### config.mk
export PLATFORM = sky130hd
export DESIGN_NAME = dual_irq_ctrl
export DESIGN_NICKNAME = d
export VERILOG_FILES = /design/src/rtl/irq_pkg.sv /design/src/rtl/irq_regs.sv /design/src/rtl/irq_pending.sv /design/src/rtl/irq_out_stage.sv /design/src/rtl/dual_irq_ctrl.sv
export SDC_FILE = /design/constraint.sdc
export NUM_CORES = 1
export LEC_CHECK = 0
export BUFFER_PORTS_ARGS = -buffer_cell sky130_fd_sc_hd__buf_2
export CORE_MARGIN = 2
export CORE_UTILIZATION = 51
export CTS_CLUSTER_DIAMETER = 60
export CTS_CLUSTER_SIZE = 10
export DETAILED_ROUTE_END_ITERATION = 12
export GPL_ROUTABILITY_DRIVEN = 0
export GPL_TIMING_DRIVEN = 0
export PLACE_DENSITY = 0.8
export SYNTH_ARGS = -nofsm -noshare
export SYNTH_HDL_FRONTEND = slang
export SYNTH_SLANG_ARGS = --single-unit
export TNS_END_PERCENT = 10
### constraint.sdc
create_clock -name clk -period 2.05 [get_ports clk]
set_input_delay 0.1025 -clock clk [delete_from_list [all_inputs] [get_ports clk]]
set_output_delay 0.1025 -clock clk [all_outputs]
set_load 0.005 [all_outputs]
### src/rtl/irq_pkg.sv
package irq_pkg;
  localparam int MSG_N = 5;

  typedef enum logic [1:0] {
    A_CFG  = 2'd0,
    A_EN   = 2'd1,
    A_PEND = 2'd2
  } reg_addr_e;

  // message event bit order inside the message field
  typedef enum int {
    M_CNT_ZERO = 0,
    M_WORD     = 1,
    M_BCAST    = 2,
    M_ILLEGAL  = 3,
    M_ERROR    = 4
  } msg_bit_e;

  localparam int N_CHAN = 2;
  localparam int CH_HW  = 0;
  localparam int CH_MSG = 1;
endpackage

### src/rtl/irq_regs.sv
module irq_regs
  import irq_pkg::*;
#(
  parameter int DW = 16,
  parameter int PW = 13
) (
  input  logic          clk,
  input  logic          rst_n,
  input  logic          wr_en,
  input  logic [1:0]    wr_addr,
  input  logic [DW-1:0] wr_data,
  input  logic          rd_en,
  input  logic [1:0]    rd_addr,
  input  logic [PW-1:0] pend,
  output logic          level_mode,
  output logic [PW-1:0] en_mask,
  output logic          pend_rd,
  output logic [DW-1:0] rd_data
);
  logic [DW-1:0] rd_mux;

  function automatic logic [DW-1:0] f_widen(input logic [PW-1:0] v);
    logic [DW-1:0] r;
    r = '0;
    r[PW-1:0] = v;
    return r;
  endfunction

  assign pend_rd = rd_en && (rd_addr == A_PEND);

  always_comb begin
    rd_mux = '0;
    unique case (rd_addr)
      A_CFG:   rd_mux[0] = level_mode;
      A_EN:    rd_mux    = f_widen(en_mask);
      A_PEND:  rd_mux    = f_widen(pend);
      default: rd_mux    = '0;
    endcase
  end

  always_ff @(posedge clk or negedge rst_n) begin
    if (!rst_n) begin
      level_mode <= 1'b0;
      en_mask    <= '0;
      rd_data    <= '0;
    end else begin
      if (wr_en && wr_addr == A_CFG) level_mode <= wr_data[0];
      if (wr_en && wr_addr == A_EN)  en_mask    <= wr_data[PW-1:0];
      if (rd_en)                     rd_data    <= rd_mux;
    end
  end

  // unused upper bits of read data never carry a one
  p_upper_zero_r4: assert property (@(posedge clk) disable iff (!rst_n)
    rd_data[DW-1:PW] == '0);
endmodule

### src/rtl/irq_pending.sv
module irq_pending
  import irq_pkg::*;
#(
  parameter int HW_N = 8,
  localparam int PW  = HW_N + MSG_N
) (
  input  logic             clk,
  input  logic             rst_n,
  input  logic [HW_N-1:0]  hw_evt,
  input  logic [MSG_N-1:0] msg_evt,
  input  logic [MSG_N-1:0] desc_en,
  input  logic [PW-1:0]    en_mask,
  input  logic             clr,
  output logic [PW-1:0]    pend,
  output logic             hw_fire,
  output logic             msg_fire
);
  logic [HW_N-1:0]  hw_set;
  logic [MSG_N-1:0] msg_set;
  logic [PW-1:0]    set_vec;

  function automatic logic [HW_N-1:0] f_hw_gate(input logic [HW_N-1:0] ev,
                                                input logic [HW_N-1:0] en);
    return ev & en;
  endfunction

  function automatic logic [MSG_N-1:0] f_msg_gate(input logic [MSG_N-1:0] ev,
                                                  input logic [MSG_N-1:0] glob,
                                                  input logic [MSG_N-1:0] desc);
    return ev & glob & desc;
  endfunction

  function automatic logic [PW-1:0] f_next(input logic [PW-1:0] cur,
                                           input logic [PW-1:0] set,
                                           input logic          clear);
    // a set in the clearing cycle survives
    return (clear ? '0 : cur) | set;
  endfunction

  assign hw_set   = f_hw_gate(hw_evt, en_mask[HW_N-1:0]);
  assign msg_set  = f_msg_gate(msg_evt, en_mask[PW-1:HW_N], desc_en);
  assign set_vec  = {msg_set, hw_set};
  assign hw_fire  = |hw_set;
  assign msg_fire = |msg_set;

  always_ff @(posedge clk or negedge rst_n) begin
    if (!rst_n) pend <= '0;
    else        pend <= f_next(pend, set_vec, clr);
  end

  // a newly set pending bit must have been enabled
  p_gated_set_r2: assert property (@(posedge clk) disable iff (!rst_n)
    1'b1 |=> ((pend & ~$past(pend)) & ~$past(en_mask)) == '0);
  p_desc_gate_r3: assert property (@(posedge clk) disable iff (!rst_n)
    1'b1 |=> ((pend[PW-1:HW_N] & ~$past(pend[PW-1:HW_N])) & ~$past(desc_en)) == '0);
  // without a read, pending bits never drop
  p_sticky_r8: assert property (@(posedge clk) disable iff (!rst_n)
    !clr |=> ($past(pend) & ~pend) == '0);
  // a read with no new event empties the register
  p_read_clear_r9: assert property (@(posedge clk) disable iff (!rst_n)
    clr && !hw_fire && !msg_fire |=> pend == '0);
  // an event in the clearing cycle stays pending
  p_event_wins_r10: assert property (@(posedge clk) disable iff (!rst_n)
    clr && (hw_fire || msg_fire) |=> pend != '0);
endmodule

### src/rtl/irq_out_stage.sv
module irq_out_stage #(
  parameter int PULSE_CYC = 13,
  localparam int CW = $clog2(PULSE_CYC + 1)
) (
  input  logic clk,
  input  logic rst_n,
  input  logic level_mode,
  input  logic fire,
  input  logic ack,
  input  logic clr,
  output logic irq_n
);
  localparam logic [CW-1:0] PULSE_LD = CW'(PULSE_CYC);

  logic          lvl_q;
  logic [CW-1:0] cnt_q;
  logic          release_req;

  assign release_req = ack || clr;

  always_ff @(posedge clk or negedge rst_n) begin
    if (!rst_n) begin
      lvl_q <= 1'b0;
      cnt_q <= '0;
    end else if (level_mode) begin
      cnt_q <= '0;
      if (fire)             lvl_q <= 1'b1;
      else if (release_req) lvl_q <= 1'b0;
    end else begin
      lvl_q <= 1'b0;
      if (fire)              cnt_q <= PULSE_LD;
      else if (cnt_q != '0)  cnt_q <= cnt_q - 1'b1;
    end
  end

  assign irq_n = level_mode ? !lvl_q : (cnt_q == '0);

  // the pulse counter never exceeds the programmed width
  p_pulse_bound_r5: assert property (@(posedge clk) disable iff (!rst_n)
    cnt_q <= PULSE_LD);
  p_pulse_load_r5: assert property (@(posedge clk) disable iff (!rst_n)
    fire && !level_mode |=> cnt_q == PULSE_LD);
  // a level interrupt holds until released
  p_level_hold_r7: assert property (@(posedge clk) disable iff (!rst_n)
    level_mode && lvl_q && !release_req |=> lvl_q);
  // acknowledge without a new firing releases the line
  p_ack_release_r8: assert property (@(posedge clk) disable iff (!rst_n)
    level_mode && ack && !fire |=> !lvl_q);
  // a firing beats a simultaneous release
  p_fire_wins_r10: assert property (@(posedge clk) disable iff (!rst_n)
    level_mode && fire |=> lvl_q);
endmodule

### src/rtl/dual_irq_ctrl.sv
module dual_irq_ctrl
  import irq_pkg::*;
#(
  parameter int HW_N      = 8,
  parameter int PULSE_CYC = 13,
  parameter int DW        = 16,
  localparam int PW       = HW_N + MSG_N
) (
  input  logic             clk,
  input  logic             rst_n,
  input  logic [HW_N-1:0]  hw_evt,
  input  logic [MSG_N-1:0] msg_evt,
  input  logic [MSG_N-1:0] desc_en,
  input  logic             ack_hw,
  input  logic             ack_msg,
  input  logic             wr_en,
  input  logic [1:0]       wr_addr,
  input  logic [DW-1:0]    wr_data,
  input  logic             rd_en,
  input  logic [1:0]       rd_addr,
  output logic [DW-1:0]    rd_data,
  output logic             irq_hw_n,
  output logic             irq_msg_n
);
  logic          level_mode;
  logic [PW-1:0] en_mask;
  logic [PW-1:0] pend;
  logic          pend_rd;
  logic          hw_fire, msg_fire;
  logic [N_CHAN-1:0] ch_fire, ch_ack, ch_irq_n;

  initial begin
    if (PW > DW) $error("pending field wider than data path");
  end

  irq_regs #(.DW(DW), .PW(PW)) u_regs (
    .clk(clk), .rst_n(rst_n),
    .wr_en(wr_en), .wr_addr(wr_addr), .wr_data(wr_data),
    .rd_en(rd_en), .rd_addr(rd_addr),
    .pend(pend), .level_mode(level_mode), .en_mask(en_mask),
    .pend_rd(pend_rd), .rd_data(rd_data)
  );

  irq_pending #(.HW_N(HW_N)) u_pend (
    .clk(clk), .rst_n(rst_n),
    .hw_evt(hw_evt), .msg_evt(msg_evt), .desc_en(desc_en),
    .en_mask(en_mask), .clr(pend_rd),
    .pend(pend), .hw_fire(hw_fire), .msg_fire(msg_fire)
  );

  assign ch_fire[CH_HW]  = hw_fire;
  assign ch_fire[CH_MSG] = msg_fire;
  assign ch_ack[CH_HW]   = ack_hw;
  assign ch_ack[CH_MSG]  = ack_msg;

  for (genvar c = 0; c < N_CHAN; c++) begin : g_chan
    irq_out_stage #(.PULSE_CYC(PULSE_CYC)) u_out (
      .clk(clk), .rst_n(rst_n),
      .level_mode(level_mode), .fire(ch_fire[c]),
      .ack(ch_ack[c]), .clr(pend_rd),
      .irq_n(ch_irq_n[c])
    );
  end

  assign irq_hw_n  = ch_irq_n[CH_HW];
  assign irq_msg_n = ch_irq_n[CH_MSG];

  // in pulse mode an acknowledge alone never lifts an active line
  p_pulse_ack_ignored_r6: assert property (@(posedge clk) disable iff (!rst_n)
    !level_mode && $past(!level_mode) && !irq_hw_n && ack_hw && !hw_fire
    && g_chan[CH_HW].u_out.cnt_q > 1 |=> !irq_hw_n);
endmodule

### Word level (Yosys, flattened, before mapping)

Cells that the tools add are included.

* input bits: 44
* memories: 0
* output and inout port bits: 18
* latch bits: 0
* word-level logic and storage cells: 53
* flip-flop bits (word level): 53
* RAM bits: 0
* bits in read-only memories: 0

* bitwise logic cells: 4
* shift-type cells: 0
* div/mod/pow operators: 0
* multiply operators: 0
* add/subtract/negate cells: 2
* multiplexer cells: 17
* reductions and logical operators: 17
* equality and inequality tests: 5
* order comparisons: 0

Operators with widths (number)
* 4-bit 2-to-1 mux: 6
* 12-bit one-hot mux with 2 select lines: 1
* 13-bit 2-to-1 mux: 1
* 13-bit OR: 1
* 5-bit bitwise AND: 2
* 8-bit bitwise AND: 1
* 4-bit zero test: 2
* 1-bit 2-to-1 mux: 8
* 4-bit nonzero test: 2
* 8-bit OR reduction: 1
* 4-bit by 1-bit subtractor with 4-bit output, second input constant: 2
* 3-bit by 1-bit != test with 1-bit output, second input constant: 2
* 3-bit nonzero test: 2
* 5-bit OR reduction: 1
* 2-bit by 1-bit == test with 1-bit output, second input constant: 2
* 2-bit zero test: 2
* 1-bit logical AND: 3
* 1-bit one-hot mux with 3 select lines: 1
* 2-bit == test, second input constant: 1
* 1-bit zero test: 2
* 1-bit logical OR: 2

### Longest topological paths before layout

Gate-level depths: netlist of run 1.

* depth after elaboration: 6
* depth in mapped cells: 6

### Cells and area by module

Synthesis of run 1 repeated with hierarchy kept, for this count alone.

* cell total of the unflattened synthesis: 208
* area, all modules: 2317.2 µm²

Modules (own cells, without submodules)
* irq_regs: cells each 100, sequential area each 675.6 µm², times used 1, area each 1260.0 µm²
* irq_pending: cells each 58, sequential area each 325.3 µm², times used 1, area each 534.3 µm²
* irq_out_stage: cells each 25, sequential area each 125.1 µm², times used 2, area each 261.5 µm²

### Least setup slack after synthesis of run 1

No wires, ideal clock.

* kind: reg2reg
* start: register g_chan[1].u_out.cnt_q[0]
* end: register g_chan[1].u_out.cnt_q[1]
* required time: 1930 ps
* period minus slack after synthesis: 1432 ps
* setup time: 120 ps
* cell stages (with the launch flop): 6
* data arrival time: 1311 ps
* slack: 618 ps
* cells stage by stage: dfrtp_1 > inv_1 > ha_1 > or3b_4 > mux2i_1 > and4_1

* word-level cells in the longest chain between the ends: 4
* elaborated cells on any way between the ends: 6
* those cells by class: 1 x add/sub; 3 x mux; 2 x reduce/logical

RTL lines
* start, declared: line irq_out_stage.sv:16 `logic [CW-1:0] cnt_q;`
* start signal, assigned: line irq_out_stage.sv:32 `else if (cnt_q != '0) cnt_q <= cnt_q - 1'b1;`
* 4-bit by 1-bit subtractor with 4-bit output: line irq_out_stage.sv:32
* 4-bit 2-to-1 mux: line irq_out_stage.sv:32
* 4-bit 2-to-1 mux: line irq_out_stage.sv:31 `if (fire) cnt_q <= PULSE_LD;`
* 4-bit 2-to-1 mux: line irq_out_stage.sv:25 `end else if (level_mode) begin`

Several ways; a longest one is shown, not always the timed one. The select of a mux whose other input is x is not followed.
A chain may end at the register's enable or synchronous reset.

### Final worst setup path of run 1

* start: register g_chan[1].u_out.cnt_q[0]
* end: output irq_msg_n

* word-level cells in the longest chain between the ends: 2

RTL lines
* 4-bit zero test: line irq_out_stage.sv:36 `assign irq_n = level_mode ? !lvl_q : (cnt_q == '0);`
* 1-bit 2-to-1 mux: line irq_out_stage.sv:36
* end, declared: line dual_irq_ctrl.sv:23 `output logic irq_msg_n`

No other way between the ends.

==> PnR_summary.wiki, run 1 <==
{| class="wikitable"
! Metric !! Value
|-
| Result of the run || finished with violations
|-
| Violations in the final reports || hold timing
|-
| Number of rows in the core area || 24
|-
| Leading cell type in the layout, fill and taps excluded || sky130_fd_sc_hd__buf_2
|-
| Leakage power total || 1.307 nW
|-
| CTS HTree Levels || 2
|-
| Sort of element at the end of the critical path || primary output
|-
| Required arrival time at the worst endpoint || 1.95 ns
|-
| Final Slew Violations || 0
|-
| Via density per instance || 5.419
|-
| Setup violations, final || 0
|-
| Commonest non-fill, non-tap cells in the layout || 56 x sky130_fd_sc_hd__buf_2, 50 x sky130_fd_sc_hd__dfrtp_1, 19 x sky130_fd_sc_hd__inv_1
|-
| Final HPWL DP || 3496 µm
|-
| Clock-pin transition on the worst setup and hold timing paths || 0.08 ns
|-
| Area delta synth->final || 18.93%
|-
| Via count || 1669
|-
| Tightest Hold Check Type || in2async
|-
| Final design instance area without fill || 2665 µm²
|-
| Number of remaining DRC errors || 0
|-
| First-pass GRT wire length || 8079 µm
|-
| Clock period minus worst slack || 1.755 ns
|-
| Clock tree sinks || 50
|-
| Multi-input gate area in the final layout || 875.8 µm²
|-
| Synth Register Bits || 50
|-
| Worst slew slack as a fraction of its limit || 0.3019
|-
| Clock latency on the worst-skew pair || 0.30 ns
|-
| Total met2 wirelength after detailed routing || 2376 µm
|-
| Total Wirelength || 4637 µm
|-
| M1 wire length || 1987 µm
|-
| VDD IR-drop max || 0.4978 mV
|-
| Largest net degree at the start of global routing || 51
|-
| Number of global-route vias before repair || 1694
|-
| Clock Path Buffers || 2
|-
| Setup repair after global routing missed its margin || false
|-
| Seq/Total Area, Yosys || 0.5583
|-
| Core Area || 4294 µm²
|-
| Inserted Clock Buffers || 5
|-
| Layout net count || 306
|-
| Post-CTS setup buffer count || 0
|-
| Critical-path cell with the highest stage delay || sky130_fd_sc_hd__or3b_4
|-
| Number of instances in the synthesized netlist || 192
|-
| Arrival @ worst endpoint || 1.65 ns
|-
| Storage element area || 1251 µm²
|-
| Power Density || 944.1 nW/µm²
|-
| Total overflow reported by the global router || 0
|-
| Number of top-level design ports || 62
|-
| Nature of the critical path startpoint || flop
|-
| Effective utilization at floorplan || 0.5219
|-
| Warnings from Yosys || 0
|-
| Syn avg cell area || 11.67 µm²
|-
| Cell variety after synth || 29
|-
| GRT Util Overall || 0.2133
|-
| Die outline width || 70.29 µm
|-
| Clock root buffer || sky130_fd_sc_hd__clkbuf_8
|-
| Remaining number of nets flagged by the antenna check after routing || 0
|-
| PortBufs || 55
|-
| Max Clock Freq || 569.9 MHz
|-
| Clock tree from TritonCTS || built
|-
| Post-layout utilization of the core || 0.6206
|-
| Largest fanout of any net on the critical path || 3
|-
| N_diodes || 0
|-
| Setup total negative slack || 0 ns
|-
| Fraction of layout instances using a drive strength above 1 || 0.3164
|-
| Post-route fraction of the period consumed by the critical path || 0.8560
|-
| DIE HEIGHT || 70.29 µm
|-
| Worst hold margin || -0.01039 ns
|-
| Filler cells || 386
|-
| Number of gates given a new drive strength after cts || 0
|-
| DRC violation total after the first TritonRoute iteration || 110
|-
| Area after detailed placement || 2589 µm²
|-
| Quantity of hold-fixing buffers added after cts || 0
|-
| Kind of critical path || reg2out
|-
| Power, Total || 0.002516 W
|-
| Number of failing hold endpoints at the final stage || 19
|-
| Final worst clock skew || 0.004044 ns
|-
| Max-cap viol count || 0
|-
| Largest incremental delay on the critical path || 0.42 ns
|-
| Routed wire per std cell || 15.06 µm
|-
| Cell Area, Synth || 2241 µm²
|-
| Highest routing layer actually used || met4
|-
| Cells along the critical path || inv_1 -> ha_1 -> or3b_4 -> mux2i_1 -> buf_2
|-
| Total met3 wirelength after detailed routing || 203 µm
|-
| Worst-Margin Slew || 1.047 ns
|-
| Initial antenna violation count || 0
|-
| Pre-Repair DR Iteration Count || 4
|-
| Die area || 4940 µm²
|}
==> critical path, delay by kind of cell, from the launching register on <==
family | cells | cell delay, ns
and+or+nand+nor | 1 | 0.42
DFF | 1 | 0.40
adders and majority gates | 1 | 0.20
muxes | 1 | 0.13
buffers and inverters | 2 | 0.19
==> worst paths after layout <==
path,from,cells after the start,to,slack (ns)
hold / removal,rst_n,1,u_regs.en_mask[2],-0.01
max in group asynchronous,rst_n,1,u_regs.en_mask[12],1.42
min in group clk,wr_data[10],2,u_regs.en_mask[10],0.03
setup reg to reg,g_chan[1].u_out.cnt_q[0],5,g_chan[1].u_out.cnt_q[1],0.52
hold reg to reg,u_pend.pend[10],2,u_pend.pend[10],0.48
setup / recovery,g_chan[1].u_out.cnt_q[0],5,irq_msg_n,0.30
==> cell usage after synthesis <==
cell type                  instances  area (µm²)
sky130_fd_sc_hd__inv_1            19       71.32
sky130_fd_sc_hd__conb_1            1       3.750
sky130_fd_sc_hd__a221oi_2          1       15.01
sky130_fd_sc_hd__buf_2             1       5.000
sky130_fd_sc_hd__mux2i_1           7       70.07
sky130_fd_sc_hd__buf_1             1       3.750
sky130_fd_sc_hd__o21ai_0           1       5.000
sky130_fd_sc_hd__a22o_1           11       96.34
sky130_fd_sc_hd__xnor2_1           2       17.52
sky130_fd_sc_hd__dfrtp_1          50        1251
sky130_fd_sc_hd__nor2b_1           2       12.51
sky130_fd_sc_hd__nand2_1          13       48.80
sky130_fd_sc_hd__nand3_1           5       25.02
sky130_fd_sc_hd__a22oi_1          12       90.09
sky130_fd_sc_hd__nor3_1            2       10.01
sky130_fd_sc_hd__and4_1            3       26.28
sky130_fd_sc_hd__o22ai_1          12       75.07
sky130_fd_sc_hd__a31oi_1           8       50.05
sky130_fd_sc_hd__buf_4             3       22.52
sky130_fd_sc_hd__nor3b_2           1       12.51
sky130_fd_sc_hd__nand3b_1          3       22.52
sky130_fd_sc_hd__nor3b_1           1       7.510
sky130_fd_sc_hd__mux2_2           14       157.7
sky130_fd_sc_hd__clkbuf_1          5       18.77
sky130_fd_sc_hd__nor2_1            5       18.77
sky130_fd_sc_hd__a222oi_1          1       10.01
sky130_fd_sc_hd__a21o_1            1       7.510
sky130_fd_sc_hd__ha_1              6       75.07
sky130_fd_sc_hd__or3b_4            1       11.26
==> layer usage <==
| layer | global-route usage | vias up |
|---|---|---|
| met5 | 0 | - |
| met2 | 0.3585 | 38 |
| met1 | 0.2730 | 809 |
| met3 | 0.04762 | 6 |
| li1 | - | 816 |
| met4 | 0.07051 | 0 |
==> through the flow <==
stage,cells,setup slack (ns)
global route,308,0.2043
finish,308,0.2952
global placement,301,0.5686
CTS,308,0.2760
detailed placement,301,0.5268
floorplan,194,0.6184
==> where the power goes <==
part	switching, W	total [W]	internal (W)
combinational	0.000312	0.000657	0.000345
clock	0.000293	0.000528	0.000235
sequential	0.000147	0.00133	0.00118
total	0.000752	0.00252	0.00176
==> cell families (layout without fill, tap and decap cells) <==
kind of cell	count (synthesis)	count (layout)	share of synthesized area
buf+inv	29	91	0.05416
mux	21	21	0.1016
xor+xnor	2	2	0.007818
flops	50	50	0.5583
compound gates	47	47	0.1558
fa+ha+maj	6	6	0.03350
other cells	1	3	0.001673
simple gates	36	36	0.08710
==> cell type report <==
class / count / area share
plain buffers: 10 / 0.01878
multi-input cells: 115 / 0.3286
repair buffers: 55 / 0.1033
clock buffers: 7 / 0.02864
inverters: 19 / 0.02676
well taps: 52 / 0.02441
flip-flops and latches: 50 / 0.4695
==> flip-flops by register name (all words and copies together) (netlist names) <==
signal / flops
g_chan.u_out.lvl_q: 2
u_regs.en_mask: 13
u_regs.rd_data: 13
u_pend.pend: 13
g_chan.u_out.cnt_q: 8
u_regs.level_mode: 1
Power figures use the tool's default switching activity.
==> inputs of run 2 (changes only) <==
- CORE_UTILIZATION: 51 -> 55
- PLACE_DENSITY: 0.8 -> 0.85
- clock period: 2.05 -> 2.17 ns (I/O delays scaled with it)
==> PnR_summary.wiki, run 2 (same netlist as run 1, synthesis figures left out) <==
{| class="wikitable"
! Metric !! Value
|-
| Number of gates given a new drive strength after cts || 0 (unchanged)
|-
| Tightest Hold Check Type || in2async (unchanged)
|-
| Clock tree from TritonCTS || built (unchanged)
|-
| Number of global-route vias before repair || 1537 (was 1694)
|-
| First-pass GRT wire length || 7100 µm (was 8079 µm)
|-
| Quantity of hold-fixing buffers added after cts || 0 (unchanged)
|-
| Via density per instance || 5.572 (was 5.419)
|-
| Largest fanout of any net on the critical path || 3 (unchanged)
|-
| Number of remaining DRC errors || 0 (unchanged)
|-
| Area delta synth->final || 20.44% (was 18.93%)
|-
| Number of top-level design ports || 62 (unchanged)
|-
| GR Util met1 || 0.2696 (was 0.2730)
|-
| Worst-Margin Slew || 1.043 ns (was 1.047 ns)
|-
| Clock Path Buffers || 2 (unchanged)
|-
| Clock latency on the worst-skew pair || 0.30 ns (about the same)
|-
| Leading cell type in the layout, fill and taps excluded || sky130_fd_sc_hd__buf_2 (unchanged)
|-
| Inserted Clock Buffers || 5 (unchanged)
|-
| Via count || 1705 (was 1669)
|-
| Depth of the most critical reg-to-reg path || 5 (unchanged)
|-
| Arrival @ worst endpoint || 1.68 ns (was 1.65 ns)
|-
| Worst hold margin || -0.008594 ns (was -0.01039 ns)
|-
| Final worst clock skew || 0.004342 ns (was 0.004044 ns)
|-
| Core Area || 3971 µm² (was 4294 µm²)
|-
| Largest net degree at the start of global routing || 51 (unchanged)
|-
| DIE HEIGHT || 67.83 µm (was 70.29 µm)
|-
| Power Density || 937.5 nW/µm² (was 944.1 nW/µm²)
|-
| Die outline width || 67.83 µm (was 70.29 µm)
|-
| Post-route fraction of the period consumed by the critical path || 0.8220
|-
| CTS HTree Levels || 2 (unchanged)
|-
| Clock root buffer || sky130_fd_sc_hd__clkbuf_8 (unchanged)
|-
| Largest incremental delay on the critical path || 0.43 ns (was 0.42 ns)
|-
| Required arrival time at the worst endpoint || 2.06 ns (was 1.95 ns)
|-
| PortBufs || 55 (unchanged)
|-
| Max Clock Freq || 560.6 MHz
|-
| Cells along the critical path || inv_1 -> ha_1 -> or3b_4 -> mux2i_1 -> buf_2 (unchanged)
|-
| Clock period minus worst slack || 1.784 ns
|-
| Clock-pin transition on the worst setup and hold timing paths || 0.08 ns (about the same)
|-
| Kind of critical path || reg2out (unchanged)
|-
| DRC violation total after the first TritonRoute iteration || 77 (was 110)
|-
| R2r endpoint || g_chan[1].u_out.cnt_q[1] (unchanged)
|-
| Critical-path cell with the highest stage delay || sky130_fd_sc_hd__or3b_4 (unchanged)
|-
| Pre-Repair DR Iteration Count || 4 (unchanged)
|-
| Fraction of layout instances using a drive strength above 1 || 0.3242 (was 0.3164)
|-
| Number of failing hold endpoints at the final stage || 8 (was 19)
|-
| Violations in the final reports || hold timing (unchanged)
|-
| Number of rows in the core area || 23 (was 24)
|-
| Total Wirelength || 4502 µm (was 4637 µm)
|-
| Max-cap viol count || 0 (unchanged)
|-
| Largest registers in the final layout || u_pend.pend x13, u_regs.en_mask x13, u_regs.rd_data x13 (unchanged)
|-
| Leakage power total || 1.326 nW (was 1.307 nW)
|-
| Post-layout utilization of the core || 0.6796 (was 0.6206)
|-
| Nature of the critical path startpoint || flop (unchanged)
|-
| Worst slew slack as a fraction of its limit || 0.3045 (was 0.3019)
|-
| N_diodes || 0 (unchanged)
|-
| Effective utilization at floorplan || 0.5643 (was 0.5219)
|-
| Final HPWL DP || 3430 µm (was 3496 µm)
|-
| Setup total negative slack || 0 ns (unchanged)
|-
| Die area || 4601 µm² (was 4940 µm²)
|-
| Routed wire per std cell || 14.71 µm (was 15.06 µm)
|-
| Setup repair after global routing missed its margin || false (unchanged)
|-
| Power, Total || 0.002530 W (was 0.002516 W)
|-
| VDD IR-drop max || 0.6139 mV (was 0.4978 mV)
|-
| Layout net count || 306 (unchanged)
|-
| Layer carrying the most global-route usage || met2 (unchanged)
|-
| GRT Util Overall || 0.2162 (was 0.2133)
|-
| Final Slew Violations || 0 (unchanged)
|-
| Reg2reg start || g_chan[1].u_out.cnt_q[0] (unchanged)
|-
| GR met3 Demand/Resource || 0.04441 (was 0.04762)
|-
| Initial antenna violation count || 0 (unchanged)
|-
| Setup violations, final || 0 (unchanged)
|-
| Worst reg-to-reg setup slack || 0.62 ns (was 0.52 ns)
|-
| Clock tree sinks || 50 (unchanged)
|-
| Global Route met2 Usage || 0.3762 (was 0.3585)
|-
| Total overflow reported by the global router || 0 (unchanged)
|-
| Post-CTS setup buffer count || 0 (unchanged)
|-
| Remaining number of nets flagged by the antenna check after routing || 0 (unchanged)
|-
| Sort of element at the end of the critical path || primary output (unchanged)
|-
| Result of the run || finished with violations (unchanged)
|-
| Commonest non-fill, non-tap cells in the layout || 56 x sky130_fd_sc_hd__buf_2, 50 x sky130_fd_sc_hd__dfrtp_1, 19 x sky130_fd_sc_hd__inv_1 (unchanged)
|}
==> run 2: cell count changes in the layout (fill, tap and decap cells not counted) <==
cell,before,now
sky130_fd_sc_hd__clkbuf_1,7,5
sky130_fd_sc_hd__clkbuf_8,5,6
sky130_fd_sc_hd__bufinv_16,0,1
==> run 2: critical path, delay by kind of cell (launching register included) <==
family                   cells  cell delay, ns
buffers and inverters        2            0.19
multiplexers                 1            0.14
flip-flops                   1            0.41
AND/OR/NAND/NOR              1            0.43
adder cells (fa/ha/maj)      1            0.20
==> run 2: per-layer routing <==
layer / vias up / routed length, µm
met2: 58 / 2300
met3: 8 / 256
li1: 815 / -
met1: 824 / 1868
met5: - / 0
met4: 0 / 76
==> run 2: through the flow <==
| stage | instance area, µm² | worst slack, ns | std cells | hold WS, ns |
|---|---|---|---|---|
| finish | 2699 | 0.3862 | 306 | -0.008594 |
| floorplan | 2248 | 0.7384 | 194 | -0.1871 |
| CTS | 2699 | 0.3699 | 306 | 0.01916 |
| detailed placement | 2586 | 0.6279 | 299 | 0.3437 |
| global placement | 2586 | 0.6901 | 299 | 0.3414 |
| global route | 2699 | 0.2744 | 306 | 0.02888 |
==> run 2: area by class of cell <==
type | count | area [µm²]
inverter | 19 | 71.32
clock buffer | 6 | 82.58
multi-input combinational | 115 | 875.8
timing repair buffer | 55 | 275.3
fill | 314 | 1272
tap | 50 | 62.56
sequential | 50 | 1251
clock inverter | 1 | 30.03
buffer | 10 | 50.05
==> run 2: worst max-delay path by stage <==
stage | startpoint | end | slack, ns | cells after the start
3_3_place_gp | g_chan[1].u_out.cnt_q[0] | g_chan[1].u_out.cnt_q[1] | 0.69 | 5
3_5_place_dp | g_chan[1].u_out.cnt_q[0] | g_chan[1].u_out.cnt_q[1] | 0.63 | 5
5_1_grt | g_chan[1].u_out.cnt_q[0] | irq_msg_n | 0.27 | 5
6_report | g_chan[1].u_out.cnt_q[0] | irq_msg_n | 0.39 | 5
2_1_floorplan | g_chan[1].u_out.cnt_q[0] | g_chan[1].u_out.cnt_q[1] | 0.74 | 5
4_1_cts | g_chan[1].u_out.cnt_q[0] | irq_msg_n | 0.37 | 5
==> run 2: where the power goes <==
part / internal (W) / switching [W] / total (W) / leakage [nW]
logic: 0.000324 / 0.000295 / 0.000619 / 0.661
clock network: 0.000369 / 0.000287 / 0.000656 / 0.0573
registers: 0.00112 / 0.000136 / 0.00126 / 0.607
==> inputs of run 3 (changes only) <==
- CORE_UTILIZATION: 55 -> 46
- PLACE_DENSITY: 0.85 -> 0.76
- clock period: 2.17 -> 1.55 ns (I/O delays scaled with it)
==> PnR_summary.wiki, run 3 (same netlist as run 1, synthesis figures left out) <==
{| class="wikitable"
! Metric !! Value
|-
| Fraction of layout instances using a drive strength above 1 || 0.3507 (was 0.3242)
|-
| Worst reg-to-reg setup slack || -0.01 ns (was 0.62 ns)
|-
| Final HPWL DP || 3543 µm (was 3430 µm)
|-
| Clk network pwr share || 0.215 (was 0.259)
|-
| Tightest Hold Check Type || in2reg (was in2async)
|-
| Largest fanout of any net on the critical path || 3 (unchanged)
|-
| Power, Total || 0.003527 W (was 0.002530 W)
|-
| PortBufs || 55 (unchanged)
|-
| Number of global-route vias before repair || 1672 (was 1537)
|-
| Clock tree from TritonCTS || built (unchanged)
|-
| Die outline width || 73.80 µm (was 67.83 µm)
|-
| Clock root buffer || sky130_fd_sc_hd__clkbuf_8 (unchanged)
|-
| Violations in the final reports || setup timing (was hold timing)
|-
| First-pass GRT wire length || 7783 µm (was 7100 µm)
|-
| Sequential power share || 0.501 (was 0.496)
|-
| Clock Path Buffers || 2 (unchanged)
|-
| Power Density || 1244 nW/µm² (was 937.5 nW/µm²)
|-
| Sw frac || 0.2975 (was 0.2838)
|-
| Clock latency on the worst-skew pair || 0.30 ns (about the same)
|-
| Clock-pin transition on the worst setup and hold timing paths || 0.08 ns (about the same)
|-
| Number of top-level design ports || 62 (unchanged)
|-
| Worst-Margin Slew || 1.058 ns (was 1.043 ns)
|-
| DIE HEIGHT || 73.80 µm (was 67.83 µm)
|-
| DRC violation total after the first TritonRoute iteration || 207 (was 77)
|-
| GRT Util Overall || 0.1915 (was 0.2162)
|-
| Share of total power in combinational logic || 0.284 (was 0.245)
|-
| Leakage power total || 1.370 nW (was 1.326 nW)
|-
| Layout net count || 317 (was 306)
|-
| Kind of critical path || reg2out (unchanged)
|-
| Number of rows in the core area || 25 (was 23)
|-
| Setup violations, final || 2 (was 0)
|-
| Max-cap viol count || 0 (unchanged)
|-
| Final Slew Violations || 0 (unchanged)
|-
| Post-route fraction of the period consumed by the critical path || 1.048
|-
| Sort of element at the end of the critical path || primary output (unchanged)
|-
| Remaining number of nets flagged by the antenna check after routing || 0 (unchanged)
|-
| N_diodes || 0 (unchanged)
|-
| Routed wire per std cell || 14.47 µm (was 14.71 µm)
|-
| Total Wirelength || 4846 µm (was 4502 µm)
|-
| Effective utilization at floorplan || 0.4744 (was 0.5643)
|-
| VDD IR-drop max || 0.5870 mV (was 0.6139 mV)
|-
| Setup total negative slack || -0.08563 ns (was 0 ns)
|-
| Non-filler instance count after layout || 335 (was 306)
|-
| Arrival @ worst endpoint || 1.55 ns (was 1.68 ns)
|-
| Via count || 1744 (was 1705)
|-
| Required arrival time at the worst endpoint || 1.47 ns (was 2.06 ns)
|-
| Inserted Clock Buffers || 5 (unchanged)
|-
| Result of the run || finished with violations (unchanged)
|-
| Clock tree sinks || 50 (unchanged)
|-
| CTS HTree Levels || 2 (unchanged)
|-
| Leading cell type in the layout, fill and taps excluded || sky130_fd_sc_hd__buf_2 (unchanged)
|-
| Number of remaining DRC errors || 0 (unchanged)
|-
| Number of placed instances, taps included || 316 (was 299)
|-
| Initial antenna violation count || 0 (unchanged)
|-
| Setup repair after global routing missed its margin || true (was false)
|-
| Commonest non-fill, non-tap cells in the layout || 56 x sky130_fd_sc_hd__buf_2, 50 x sky130_fd_sc_hd__dfrtp_1, 14 x sky130_fd_sc_hd__inv_1, 14 x sky130_fd_sc_hd__mux2_2, 13 x sky130_fd_sc_hd__nand2_1 (was 56 x sky130_fd_sc_hd__buf_2, 50 x sky130_fd_sc_hd__dfrtp_1, 19 x sky130_fd_sc_hd__inv_1)
|-
| Largest net degree at the start of global routing || 51 (unchanged)
|-
| Nature of the critical path startpoint || flop (unchanged)
|-
| Via density per instance || 5.206 (was 5.572)
|-
| Area after detailed placement || 2608 µm² (was 2586 µm²)
|-
| Post-route worst setup slack || -0.07490 ns (was 0.3862 ns)
|-
| Area delta synth->final || 26.47% (was 20.44%)
|-
| Total overflow reported by the global router || 0 (unchanged)
|-
| Worst slew slack as a fraction of its limit || 0.2947 (was 0.3045)
|-
| Final design instance area without fill || 2834 µm² (was 2699 µm²)
|-
| Post-layout utilization of the core || 0.6000 (was 0.6796)
|-
| Switching power || 0.001049 W (was 0.0007181 W)
|-
| Largest registers in the final layout || u_pend.pend x13, u_regs.en_mask x13, u_regs.rd_data x13 (unchanged)
|-
| Final worst clock skew || 0.004011 ns (was 0.004342 ns)
|-
| Number of failing hold endpoints at the final stage || 0 (was 8)
|-
| Clock period minus worst slack || 1.625 ns
|-
| Cell internal power dissipation || 0.002478 W (was 0.001812 W)
|-
| Max Clock Freq || 615.4 MHz
|-
| Pre-Repair DR Iteration Count || 5 (was 4)
|-
| Core Area || 4723 µm² (was 3971 µm²)
|-
| Die area || 5446 µm² (was 4601 µm²)
|}
-- run 3: what timing repair did --
action	in CTS	in global routing
setup endpoints to repair	2	4
hold endpoints to repair	11	1
gates resized for setup	7	5
pin swaps	1	2
hold buffers	7	1
setup buffers	3	0
-- run 3: layer usage --
layer  vias up  global-route usage  wire length [µm]
li1        837                   -                 -
met1       838              0.2493              2051
met2        55              0.3065              2440
met3        14             0.05213               256
met4         0             0.07071                97
met5         -                   0                 0
-- run 3: metrics by stage --
stage          hold WS [ns]  setup WS (ns)
3_3_place_gp         0.3096        0.06483
6_report           0.005674       -0.07490
5_1_grt            0.002392        -0.1340
2_1_floorplan       -0.2181         0.1184
4_1_cts           0.0005567       -0.09331
3_5_place_dp         0.3128        0.04439
-- run 3: layout make-up --
cell class              instances  area [µm²]
inverters                      19       71.32
repair buffers                 66       377.9
plain buffers                  10       51.30
fillers                       401        1889
well taps                      67       83.83
clock buffers                   7       86.33
flip-flops and latches         50        1251
multi-input cells             115       907.1
clock inverters                 1       5.005
-- run 3: final timing paths --
path | cells after the start | endpoint | start
worst max-delay path | 5 | irq_msg_n | g_chan[1].u_out.cnt_q[0]
worst min-delay path | 2 | u_regs.en_mask[3] | wr_data[3]
worst max register to register | 6 | g_chan[1].u_out.cnt_q[1] | g_chan[1].u_out.cnt_q[0]
worst min register to register | 2 | u_pend.pend[12] | u_pend.pend[12]
max in group asynchronous | 2 | u_regs.rd_data[12] | rst_n
min in group asynchronous | 2 | u_regs.en_mask[3] | rst_n
-- run 3: critical path: stages, from the launching register on --
cell and delay, ns:
sky130_fd_sc_hd__dfrtp_1 0.40, sky130_fd_sc_hd__inv_2 0.08, sky130_fd_sc_hd__ha_4 0.14, sky130_fd_sc_hd__or3b_4 0.37, sky130_fd_sc_hd__mux2i_1 0.13, sky130_fd_sc_hd__buf_2 0.13
-- run 3: power groups by stage --
stage / logic (W) / clock network, W / registers [W]
3_3_place_gp: 0.000830 / 0 / 0.00177
4_1_cts: 0.00101 / 0.000783 / 0.00176
6_report: 0.00100 / 0.000758 / 0.00177
2_1_floorplan: 0.000605 / 0 / 0.00174
5_1_grt: 0.00111 / 0.000835 / 0.00180
3_5_place_dp: 0.000865 / 0 / 0.00178
